`config.mk`:
```
export PLATFORM = sky130hd
export DESIGN_NAME = sig_scan_top
export DESIGN_NICKNAME = d
export VERILOG_FILES = /design/src/rtl/sig_scan_pkg.sv /design/src/rtl/sig_track.sv /design/src/rtl/win_counter.sv /design/src/rtl/field_capture.sv /design/src/rtl/sig_scan_top.sv
export SDC_FILE = /design/constraint.sdc
export NUM_CORES = 1
export LEC_CHECK = 0
export ABC_CLOCK_PERIOD_IN_PS = 2920
export CAP_MARGIN = 10
export CORE_ASPECT_RATIO = 0.5
export CORE_UTILIZATION = 30
export CTS_CLUSTER_SIZE = 25
export DETAILED_ROUTE_END_ITERATION = 16
export PLACE_DENSITY = 0.53
export SETUP_SLACK_MARGIN = 0.1
export SYNTH_ARGS = -nofsm -noshare
export SYNTH_HDL_FRONTEND = slang
export SYNTH_HIERARCHICAL = 1
export SYNTH_SLANG_ARGS = --single-unit
```
`constraint.sdc`:
```
create_clock -name clk -period 2.92 [get_ports clk]
set_input_delay 0.876 -clock clk [delete_from_list [all_inputs] [get_ports clk]]
set_output_delay 0.876 -clock clk [all_outputs]
set_load 0.01 [all_outputs]
```
`src/rtl/sig_scan_pkg.sv`:
```
package sig_scan_pkg;

   typedef enum logic [2:0] {
      ST_IDLE,
      ST_CLR,
      ST_CLR_W,
      ST_SRCH,
      ST_SRCH_W,
      ST_CAP,
      ST_CAP_W
   } scan_st_e;

endpackage

```
`src/rtl/sig_track.sv`:
```
module sig_track #(
   parameter int DW               = 8,
   parameter int SIG_BYTES        = 8,
   parameter logic [SIG_BYTES*DW-1:0] SIG_PAT = '1,
   parameter bit RESTART_ON_FIRST = 1'b1
) (
   input  logic          clk,
   input  logic          rst_n,
   input  logic          clr,
   input  logic          smp,
   input  logic [DW-1:0] byte_in,
   output logic          hit
);

   localparam int IW = (SIG_BYTES > 1) ? $clog2(SIG_BYTES) : 1;

   logic [IW-1:0] idx;
   logic [DW-1:0] want;
   logic          eq;
   logic          first_eq;

   assign want = SIG_PAT[idx*DW +: DW];
   assign eq   = (byte_in == want);
   assign hit  = eq && (idx == IW'(SIG_BYTES-1));

   generate
      if (RESTART_ON_FIRST) begin : g_restart
         assign first_eq = (byte_in == SIG_PAT[DW-1:0]);
      end else begin : g_plain
         assign first_eq = 1'b0;
      end
   endgenerate

   always_ff @(posedge clk) begin
      if (!rst_n) begin
         idx <= '0;
      end else if (clr) begin
         idx <= '0;
      end else if (smp) begin
         if (hit)           idx <= '0;
         else if (eq)       idx <= idx + IW'(1);
         else if (first_eq) idx <= IW'(1);
         else               idx <= '0;
      end
   end

endmodule

```
`src/rtl/win_counter.sv`:
```
module win_counter #(
   parameter int LIMIT = 39
) (
   input  logic clk,
   input  logic rst_n,
   input  logic clr,
   input  logic inc,
   output logic last
);

   localparam int CW = $clog2(LIMIT + 1);

   logic [CW-1:0] cnt;

   assign last = (cnt == CW'(LIMIT - 1));

   always_ff @(posedge clk) begin
      if (!rst_n)      cnt <= '0;
      else if (clr)    cnt <= '0;
      else if (inc)    cnt <= cnt + CW'(1);
   end

endmodule

```
`src/rtl/field_capture.sv`:
```
module field_capture #(
   parameter int DW        = 8,
   parameter int ID_BYTES  = 6,
   parameter int SUM_BYTES = 2
) (
   input  logic                    clk,
   input  logic                    rst_n,
   input  logic                    clr,
   input  logic                    smp,
   input  logic [DW-1:0]           byte_in,
   output logic                    last,
   output logic [ID_BYTES*DW-1:0]  id_o,
   output logic [SUM_BYTES*DW-1:0] sum_o
);

   localparam int NB = ID_BYTES + SUM_BYTES;
   localparam int CW = (NB > 1) ? $clog2(NB) : 1;

   logic [CW-1:0] cnt;

   assign last = (cnt == CW'(NB - 1));

   always_ff @(posedge clk) begin
      if (!rst_n)      cnt <= '0;
      else if (clr)    cnt <= '0;
      else if (smp)    cnt <= cnt + CW'(1);
   end

   generate
      for (genvar k = 0; k < NB; k++) begin : g_byte
         logic [DW-1:0] b;
         always_ff @(posedge clk) begin
            if (!rst_n)                        b <= '0;
            else if (clr)                      b <= '0;
            else if (smp && cnt == CW'(k))     b <= byte_in;
         end
         if (k < ID_BYTES) begin : g_id
            assign id_o[(ID_BYTES-1-k)*DW +: DW] = b;
         end else begin : g_sum
            assign sum_o[(k-ID_BYTES)*DW +: DW] = b;
         end
      end
   endgenerate

endmodule

```
`src/rtl/sig_scan_top.sv`:
```
module sig_scan_top #(
   parameter int DW          = 8,
   parameter int SIG_BYTES   = 8,
   parameter logic [SIG_BYTES*DW-1:0] SIG_PAT = 64'hAA55_00FF_AA55_00FF,
   parameter int SLACK_READS = 32,
   parameter int ID_BYTES    = 6,
   parameter int SUM_BYTES   = 2,
   parameter bit RESTART_ON_FIRST = 1'b1
) (
   input  logic                    clk,
   input  logic                    rst_n,
   input  logic                    start,
   input  logic [DW-1:0]           rd_data,
   output logic                    rd_stb,
   output logic                    done,
   output logic                    found,
   output logic                    timeout,
   output logic [ID_BYTES*DW-1:0]  station_id,
   output logic [SUM_BYTES*DW-1:0] id_sum
);

   import sig_scan_pkg::*;

   localparam int SCAN_LIMIT = SLACK_READS + SIG_BYTES - 1;

   generate
      if (DW < 1) begin : g_bad_dw
         $error("sig_scan_top: DW must be at least 1");
      end
      if (SIG_BYTES < 2) begin : g_bad_sig
         $error("sig_scan_top: SIG_BYTES must be at least 2");
      end
      if (SLACK_READS < 1) begin : g_bad_slack
         $error("sig_scan_top: SLACK_READS must be at least 1");
      end
      if (ID_BYTES < 1 || SUM_BYTES < 1) begin : g_bad_fields
         $error("sig_scan_top: ID_BYTES and SUM_BYTES must be at least 1");
      end
   endgenerate

   scan_st_e st;
   logic     go;
   logic     smp_srch;
   logic     smp_cap;
   logic     hit;
   logic     win_last;
   logic     cap_last;

   assign go       = (st == ST_IDLE) && start;
   assign smp_srch = (st == ST_SRCH_W);
   assign smp_cap  = (st == ST_CAP_W);
   assign rd_stb   = (st == ST_CLR) || (st == ST_SRCH) || (st == ST_CAP);

   sig_track #(
      .DW               (DW),
      .SIG_BYTES        (SIG_BYTES),
      .SIG_PAT          (SIG_PAT),
      .RESTART_ON_FIRST (RESTART_ON_FIRST)
   ) u_track (
      .clk     (clk),
      .rst_n   (rst_n),
      .clr     (go),
      .smp     (smp_srch),
      .byte_in (rd_data),
      .hit     (hit)
   );

   win_counter #(
      .LIMIT (SCAN_LIMIT)
   ) u_win (
      .clk   (clk),
      .rst_n (rst_n),
      .clr   (go),
      .inc   (smp_srch),
      .last  (win_last)
   );

   field_capture #(
      .DW        (DW),
      .ID_BYTES  (ID_BYTES),
      .SUM_BYTES (SUM_BYTES)
   ) u_cap (
      .clk     (clk),
      .rst_n   (rst_n),
      .clr     (go),
      .smp     (smp_cap),
      .byte_in (rd_data),
      .last    (cap_last),
      .id_o    (station_id),
      .sum_o   (id_sum)
   );

   always_ff @(posedge clk) begin
      if (!rst_n) begin
         st      <= ST_IDLE;
         done    <= 1'b0;
         found   <= 1'b0;
         timeout <= 1'b0;
      end else begin
         done <= 1'b0;
         unique case (st)
            ST_IDLE: begin
               if (start) begin
                  found   <= 1'b0;
                  timeout <= 1'b0;
                  st      <= ST_CLR;
               end
            end
            ST_CLR:   st <= ST_CLR_W;
            ST_CLR_W: st <= ST_SRCH;
            ST_SRCH:  st <= ST_SRCH_W;
            ST_SRCH_W: begin
               if (hit) begin
                  st <= ST_CAP;
               end else if (win_last) begin
                  timeout <= 1'b1;
                  done    <= 1'b1;
                  st      <= ST_IDLE;
               end else begin
                  st <= ST_SRCH;
               end
            end
            ST_CAP:   st <= ST_CAP_W;
            ST_CAP_W: begin
               if (cap_last) begin
                  found <= 1'b1;
                  done  <= 1'b1;
                  st    <= ST_IDLE;
               end else begin
                  st <= ST_CAP;
               end
            end
            default:  st <= ST_IDLE;
         endcase
      end
   end

endmodule

```
==> results.md <==
* DIE HEIGHT at 81.87 µm
* Hold Path Origin: u_win/cnt[5]$_SDFFE_PP0P_
* Area grow syn2layout at 33.25%
* Share of cells above drive strength 1 at between 10% and 20%
* R2R Path Start: u_track/idx[0]$_SDFFE_PP0P_
* WL final at 9711 µm
* Number of iterations in the first detailed-routing pass at 4
* Mapped Cells at about 370
* Final Hold Viols at 0
* CTS root buf: clkbuf_16
* Initial core utilization at between 30% and 40%
* Chip width at between 150 and 200 µm
* CTS tree: yes
* Final setup vio count at 0
* Clock sink count at 82
* Row count at 28
* Post-route antenna net violation count at 0
* Worst path slowest cell: dfxtp_1
* Type of the worst setup path: flip-flop to primary output
* Vias in the first global route at approximately 2.7k
* Total GRT Usage at between 10% and 20%
* First-pass GRT wire length at 15440 µm
* Minimum clock period at approximately 2.6 ns
* Slew @ Worst Pin at ~0.76 ns
* Clock Latency Late Sink at approximately 0.33 ns
* DR vias/cell at around 4.7
* Register area share after synthesis at approximately 43%
* Flop-to-flop setup slack at 0.57 ns
* Leakage power at 2.013 nW
* Mapped Area at 3827 µm²
* Dpl cells at around 600
* Fmax achieved at roughly 0.38 GHz
* Fin. max-slew vios at 0
* Hold path cells at 2
* Drt wl/cell at 15.82 µm
* CP startpoint kind: flip-flop
* Post-layout util at ~42%
* Syn. warnings at 6
* Largest net degree at the start of global routing at 38
* IO Pins at 79
* Commonest non-fill, non-tap cell in the layout: dfxtp_1
* Maximum vdd drop at approximately 0.24 mV
* Detailed Place HPWL at 6632 µm
* Slowest stage delay, CP at 0.62 ns
* Clock skew at 0.007261 ns
* Reg2Reg Depth at 9
* Most frequent cells in the layout: dfxtp_1, clkdlybuf4s50_1, nand3b_1, mux2i_1, a21oi_1
* PostCTS Resize Cnt at 0
* CP startpoint: st[0]$_SDFFE_PN0P_
* Clock transition at path regs at 0.06 ns
* Port Buf Inserts at 78
* Rel. slew slack at 49.35%
* Tot Pwr at roughly 2.5 mW
* CP Capture Type: primary output
* Max-cap violation count at 0
* # diodes at 0
* Syn nets at slightly below 400
* Max FO, Critical Path at 12
* Non-Filler Instances at roughly 600
* Power density over the cells at 485.9 nW/µm²
* Via Count at 2905
* Worst-path cell chain: a21boi_0 > clkdlybuf4s50_1
* Worst hold path class: flip-flop to flip-flop
* Clk buf depth at 2
* Global route total overflow at 0
* Initial DRC Count at 280
* Syn Area/Cell at 10.43 µm²
* Hold Buf Count CTS at 0
* H-tree Lvls at 3
* Status: complete, no violations
* DRC at 0
* Crit path DAT at 1.74 ns
* Worst hold endpoint: u_win/cnt[5]$_SDFFE_PP0P_
* Synth unique cells at 48
* Synthesized flop and latch total at between 80 and 90
* Setup Buffers After CTS at 0
* Layout Nets at 467
* Worst path required time at 2.04 ns
* Total clock buffers created by CTS at 9
* Final period utilization at 89.42%
* Routability congestion estimate from global placement at 0.7970
* Core region area at 12120 µm²
* Die footprint at approximately 13000 µm²
* Unrepaired setup endpoints after global routing: no
* Initial antenna violation count at 0
* FF-to-FF End: st[0]$_SDFFE_PN0P_
[power by group]
part           internal [mW]  leakage, nW  switching (mW)
sequential              1.12        0.660         0.00565
clock                  0.739        0.156           0.456
combinational         0.0692         1.20          0.0876
[metrics by stage]
stage                     setup TNS [ns]  area (µm²)  hold WS [ns]  setup WS [ns]
after CTS                              0        5100        0.4860         0.2764
final                                  0        5100        0.4843         0.3088
after global placement                 0        4778        0.4715       0.008417
after global routing                   0        5100        0.5140         0.2135
after detailed placement       -0.005364        4778        0.4745      -0.005364
after floorplan                        0        3827        0.4541         0.4563
[state kept, by name (all words and copies together) (netlist names)]
| signal | count |
|---|---|
| done | 1 |
| found | 1 |
| st | 3 |
| timeout | 1 |
| u_cap/cnt | 3 |
| u_cap/g_byte.b | 64 |
| u_track/idx | 3 |
| u_win/cnt | 6 |
[final cells by class]
type / instances / area, µm²
clock buffers: 12 / 266.5
clock inverters: 4 / 55.05
fillers: 1186 / 7022
inverters: 10 / 37.54
multi-input cells: 245 / 1969
flip-flops and latches: 82 / 1642
well taps: 165 / 206.4
repair buffers: 96 / 923.4
[worst max-delay path: cells and delay by family (launching register included)]
family	cells	cell delay, ns
compound gates	1	0.22
buf+inv	1	0.57
flops	1	0.62
[synth_stat cells (all sizes together)]
| cell type | instances | share of area (%) |
|---|---|---|
| a2111oi | 1 | 0.72 |
| a211oi | 2 | 0.52 |
| a21bo | 16 | 4.2 |
| a21boi | 1 | 0.20 |
| a21oi | 20 | 2.6 |
| a311o | 1 | 0.26 |
| a31oi | 1 | 0.16 |
| a41oi | 2 | 0.46 |
| and3 | 1 | 0.16 |
| and3b | 1 | 0.23 |
| and4 | 1 | 0.23 |
| and4b | 1 | 0.26 |
| buf | 26 | 4.5 |
| clkbuf | 4 | 0.39 |
| dfxtp | 82 | 43 |
| ha | 12 | 3.9 |
| inv | 10 | 0.98 |
| mux2i | 50 | 13 |
| nand2 | 5 | 0.56 |
| nand2b | 5 | 0.82 |
| nand3 | 18 | 3.0 |
| nand3b | 59 | 12 |
| nand4 | 5 | 0.98 |
| nor2 | 18 | 1.8 |
| nor2b | 3 | 0.49 |
| nor3 | 1 | 0.26 |
| nor3b | 2 | 0.52 |
| nor4 | 2 | 0.33 |
| nor4b | 1 | 0.39 |
| o21ai | 5 | 0.75 |
| o22ai | 1 | 0.33 |
| o2bb2ai | 1 | 0.23 |
| o31ai | 1 | 0.20 |
| or3 | 1 | 0.16 |
| or4 | 1 | 0.29 |
| or4b | 1 | 0.26 |
| xnor2 | 2 | 0.46 |
| xor2 | 3 | 0.69 |
[routing by layer]
layer  part of all wire [%]  GRT usage [%]
met2                     43          22.97
met5                      0              0
met3                    4.2          3.485
met4                   0.95          4.528
met1                     52          21.59
[worst max path at each step]
stage,end,slack (ns),cells past startpoint
after detailed placement,st[0]$_SDFFE_PN0P_,-0.005,8
after CTS,rd_stb,0.28,2
after floorplan,st[0]$_SDFFE_PN0P_,0.46,7
after global routing,st[1]$_SDFFE_PN0P_,0.21,9
after global placement,st[0]$_SDFFE_PN0P_,0.008,8
final,rd_stb,0.31,2
[kinds of logic (layout without fill, tap and decap cells)]
family / count (synthesis) / after routing / synth area share, %
AOI/OAI and AO/OA: 52 / 52 / 10.62
xor gates and xnor gates: 5 / 5 / 1.144
adders and majority gates: 12 / 12 / 3.923
buffers and inverters: 40 / 122 / 5.884
DFF: 82 / 82 / 42.89
muxes: 50 / 50 / 13.17
and+or+nand+nor: 126 / 126 / 22.36
(Power assumes the default switching activity.)
